## config.mk

```make
export PLATFORM = sky130hd
export DESIGN_NAME = fetch_aligner
export DESIGN_NICKNAME = d
export VERILOG_FILES = /design/src/rtl/fa_pkg.sv /design/src/rtl/fa_opclass.sv /design/src/rtl/fa_regsplit.sv /design/src/rtl/fa_const_align.sv /design/src/rtl/fa_len_adder.sv /design/src/rtl/fetch_aligner.sv
export SDC_FILE = /design/constraint.sdc
export NUM_CORES = 1
export LEC_CHECK = 0
export CAP_MARGIN = 0
export CORE_ASPECT_RATIO = 0.75
export CORE_UTILIZATION = 30
export DETAILED_ROUTE_END_ITERATION = 10
export GPL_TIMING_DRIVEN = 0
export PLACE_DENSITY = 0.84
export SETUP_SLACK_MARGIN = 0.1
export SYNTH_ARGS = -nofsm -noshare
export SYNTH_HDL_FRONTEND = slang
export SYNTH_HIERARCHICAL = 1
export SYNTH_SLANG_ARGS = --single-unit
```

## constraint.sdc

```tcl
create_clock -name vclk -period 2.9
set_input_delay 0.58 -clock vclk [all_inputs]
set_output_delay 0.58 -clock vclk [all_outputs]
set_load 0.02 [all_outputs]
```

## src/rtl/fa_pkg.sv

```systemverilog
package fa_pkg;
    localparam int WORD_W      = 32;
    localparam int CONST_BYTES = WORD_W / 8;
    localparam int WIN_BYTES   = 2 + CONST_BYTES;
    localparam int LEN_W       = $clog2(WIN_BYTES + 1);
    localparam logic [3:0] NO_REG = 4'h8;

    typedef enum logic [3:0] {
        OP_NOP   = 4'h0,
        OP_HALT  = 4'h1,
        OP_RRMV  = 4'h2,
        OP_IRMV  = 4'h3,
        OP_STORE = 4'h4,
        OP_LOAD  = 4'h5,
        OP_ALU   = 4'h6,
        OP_JUMP  = 4'h7,
        OP_CALL  = 4'h8,
        OP_RET   = 4'h9,
        OP_PUSH  = 4'hA,
        OP_POP   = 4'hB,
        OP_BADC  = 4'hC,
        OP_BADD  = 4'hD,
        OP_BADE  = 4'hE,
        OP_BADF  = 4'hF
    } op_e;

    typedef struct packed {
        logic valid;
        logic has_reg;
        logic has_const;
    } opclass_t;
endpackage

```

## src/rtl/fa_opclass.sv

```systemverilog
module fa_opclass
    import fa_pkg::*;
(
    input  logic [3:0] icode_i,
    output opclass_t   cls_o
);
    opclass_t cls_d;

    always_comb begin
        cls_d = '0;
        case (op_e'(icode_i))
            OP_NOP, OP_HALT, OP_RET:        cls_d = '{valid: 1'b1, has_reg: 1'b0, has_const: 1'b0};
            OP_RRMV, OP_ALU, OP_PUSH, OP_POP: cls_d = '{valid: 1'b1, has_reg: 1'b1, has_const: 1'b0};
            OP_IRMV, OP_STORE, OP_LOAD:     cls_d = '{valid: 1'b1, has_reg: 1'b1, has_const: 1'b1};
            OP_JUMP, OP_CALL:               cls_d = '{valid: 1'b1, has_reg: 1'b0, has_const: 1'b1};
            default:                        cls_d = '0;
        endcase
    end

    assign cls_o = cls_d;
endmodule

```

## src/rtl/fa_regsplit.sv

```systemverilog
module fa_regsplit
    import fa_pkg::*;
(
    input  logic       has_reg_i,
    input  logic [7:0] spec_i,
    output logic [3:0] ra_o,
    output logic [3:0] rb_o
);
    always_comb begin
        ra_o = NO_REG;
        rb_o = NO_REG;
        if (has_reg_i) begin
            ra_o = spec_i[7:4];
            rb_o = spec_i[3:0];
        end
    end
endmodule

```

## src/rtl/fa_const_align.sv

```systemverilog
module fa_const_align
    import fa_pkg::*;
#(
    parameter int NBYTES = CONST_BYTES,
    localparam int TAIL_W = 8 * (NBYTES + 1)
) (
    input  logic                  has_reg_i,
    input  logic                  has_const_i,
    input  logic [TAIL_W-1:0]     tail_i,
    output logic [8*NBYTES-1:0]   const_o
);
    logic [8*NBYTES-1:0] picked_d;

    for (genvar k = 0; k < NBYTES; k++) begin : g_byte
        always_comb begin
            picked_d[8*k +: 8] = has_reg_i ? tail_i[8*(k+1) +: 8] : tail_i[8*k +: 8];
        end
    end

    assign const_o = has_const_i ? picked_d : '0;
endmodule

```

## src/rtl/fa_len_adder.sv

```systemverilog
module fa_len_adder
    import fa_pkg::*;
(
    input  logic              has_reg_i,
    input  logic              has_const_i,
    input  logic [WORD_W-1:0] pc_i,
    output logic [LEN_W-1:0]  len_o,
    output logic [WORD_W-1:0] next_pc_o
);
    always_comb begin
        len_o = LEN_W'(1);
        if (has_reg_i)   len_o = len_o + LEN_W'(1);
        if (has_const_i) len_o = len_o + LEN_W'(CONST_BYTES);
        next_pc_o = pc_i + WORD_W'(len_o);
    end
endmodule

```

## src/rtl/fetch_aligner.sv

```systemverilog
module fetch_aligner
    import fa_pkg::*;
(
    input  logic [31:0] pc_i,
    input  logic [47:0] bytes_i,
    output logic [3:0]  icode_o,
    output logic [3:0]  ifun_o,
    output logic [3:0]  ra_o,
    output logic [3:0]  rb_o,
    output logic [31:0] const_o,
    output logic [31:0] next_pc_o,
    output logic        valid_o
);
    opclass_t         cls;
    logic [LEN_W-1:0] len;

    assign icode_o = bytes_i[7:4];
    assign ifun_o  = bytes_i[3:0];

    fa_opclass u_cls (
        .icode_i (bytes_i[7:4]),
        .cls_o   (cls)
    );

    fa_regsplit u_regs (
        .has_reg_i (cls.has_reg),
        .spec_i    (bytes_i[15:8]),
        .ra_o      (ra_o),
        .rb_o      (rb_o)
    );

    fa_const_align #(.NBYTES(CONST_BYTES)) u_const (
        .has_reg_i   (cls.has_reg),
        .has_const_i (cls.has_const),
        .tail_i      (bytes_i[8*WIN_BYTES-1:8]),
        .const_o     (const_o)
    );

    fa_len_adder u_len (
        .has_reg_i   (cls.has_reg),
        .has_const_i (cls.has_const),
        .pc_i        (pc_i),
        .len_o       (len),
        .next_pc_o   (next_pc_o)
    );

    assign valid_o = cls.valid;

    always_comb begin

        len_set_chk: assert (len == 1 || len == 2 || len == 5 || len == 6);

        no_reg_byte_chk: assert (!(len == 1 || len == 5) || (ra_o == NO_REG && rb_o == NO_REG));

        no_const_chk: assert (!(len == 1 || len == 2) || const_o == '0);

        invalid_len_chk: assert (valid_o || (next_pc_o == pc_i + 32'd1));
    end
endmodule

```

==> reports/metrics.yaml <==
outcome:
  status: "finished with violations"
  violations: "DRC, setup timing"
route:
  wire_per_inst_um: 16.6
  drt-initial-drc-count: 101
  routed_wl_um: 7300
  first_pass_iters: 7
  drcViolationCount: 20
  route.antenna.remaining_nets: 0
  via_per_inst: 4.98
  vias: 2189
final_layout:
  regArea_um2: 0
  stdcell_area_um2: 3650
  mostFrequentLayoutCells: "clkdlybuf4s50_1 (71), buf_4 (57), dlygate4sd2_1 (51)"
  diodes: 0
  instances_no_fill: 440
  fin_util: 0.785
  nNetsFinal: 469
  layout_commonest_cell: "clkdlybuf4s50_1"
  clkbuf_count: 0
  fill_cells: 340
  drive_gt1_frac: 0.350
  syn_to_final_growth_pct: 142
  nFlopsAndLatches: 0
placement:
  hpwl_um: 5280
  gp_congestion: 0.851
  dp.cells: 409
  dpl_cell_area_um2: 3220
  io_buffers: 157
  place_ws_ns: -1.20
critical_path:
  critPathRequiredTime_ns: 2.32
  critPathArrivalTime_ns: 2.53
  cp_max_fo: 5
  critPathKind: "primary input to output port"
  end_kind: "output port"
  worst_setup_path_start_kind: "primary input"
logic_synthesis:
  syn_avg_cell_area_um2: 7.73
  yosys_warnings: 6
  netlist_instances: 195
  synth.cell_area_um2: 1510
  syn_nets: 279
sta:
  finalHoldViolCount: 0
  holdWs_ns: 1.60
  rsz0062_at_grt: "true"
  finalCritPeriodShare: 1.07
  fmaxAchievable_mhz: 322
  max_slew.worst_pin.slew_ns: 0.300
  worst_slack_ns: -0.208
  setup_viol: 18
  relSlewSlack: 0.799
  fin_setup_tns_ns: -1.74
  period_minus_slack_ns: 3.11
  slew_viol_final: 0
pwr:
  p_sw_mw: 0.304
  internal-power_mw: 0.326
  pwr-share-clk: 0
  finalPower_mw: 0.630
  p_sw_frac: 0.483
  seq_power_share: 0
  combPwrFrac: 1.000
  peakVddDrop_v: 0.000126
  powerDensity_nw_per_um2: 173
  p_leak_nw: 1.79
worst_hold_path:
  whs_path_depth: 3
  holdPathEnd: "next_pc_o[9]"
  hold_start: "pc_i[9]"
  hold_path_class: "primary input to output port"
grt:
  grt_max_degree: 11
  grt_use_total: 0.236
  overflow: 0
  antenna_found_initial: 0
  grt_pass1_vias: 2036
  grt_pass1_wl_um: 10300
clock_network:
  hold_buffers: 0
die:
  io_pins: 161
  die_x_um: 83.9
  num_rows: 21
  start_util: 0.324
  core-area_um2: 4650
  die_h_um: 63.4
  dieArea_um2: 5320
job:
  maxCapViolCount: 0
-- power groups by stage --
stage                     Combinational (mW)  Clock [mW]  Sequential, mW
after floorplan                        0.288           0               0
after global placement                 0.589           0               0
after detailed placement               0.594           0               0
after CTS                              0.586           0               0
after global routing                   0.663           0               0
final                                  0.630           0               0
-- worst max path at each step --
stage | startpoint | endpoint | slack (ns)
after global routing | bytes_i[5] | next_pc_o[24] | -0.28
after floorplan | bytes_i[4] | next_pc_o[26] | 0.06
after detailed placement | bytes_i[5] | next_pc_o[14] | -1.20
after global placement | bytes_i[5] | next_pc_o[14] | -1.17
final | bytes_i[5] | next_pc_o[24] | -0.21
after CTS | bytes_i[6] | next_pc_o[26] | -0.18
-- worst max-delay path, stage by stage --
cell and delay (ns):
buf_8 0.11, a21oi_2 0.13, mux2_4 0.20, inv_4 0.04, ha_4 0.15, fa_2 0.37
a21o_1 0.22, nand4_1 0.16, buf_4 0.16, buf_6 0.09, nor2_4 0.03, xor2_2 0.15
buf_6 0.14
-- repair_timing --
item                       4_1_cts  5_1_grt
pin swaps                       23       20
setup endpoints to repair       72       31
resized for setup              264       32
setup buffers                   19       13
-- final cells by class --
class	count	area [µm²]	area share
Timing Repair Buffer	188	1730	0.473
Buffer	18	174	0.0477
Inverter	2	10.0	0.00274
Tap cell	57	71.3	0.0195
Multi-Input combinational cell	175	1670	0.457
-- routing by layer --
metal,share of wire,global-route usage,wire length [µm],vias to the layer above
li1,-,-,-,1053
met1,0.42,0.299,3040,1046
met2,0.52,0.449,3830,84
met3,0.053,0.0275,388,6
met4,0.0066,0.0108,48,0
met5,0,0,0,-
No activity file was read; power rests on OpenSTA's default activity.
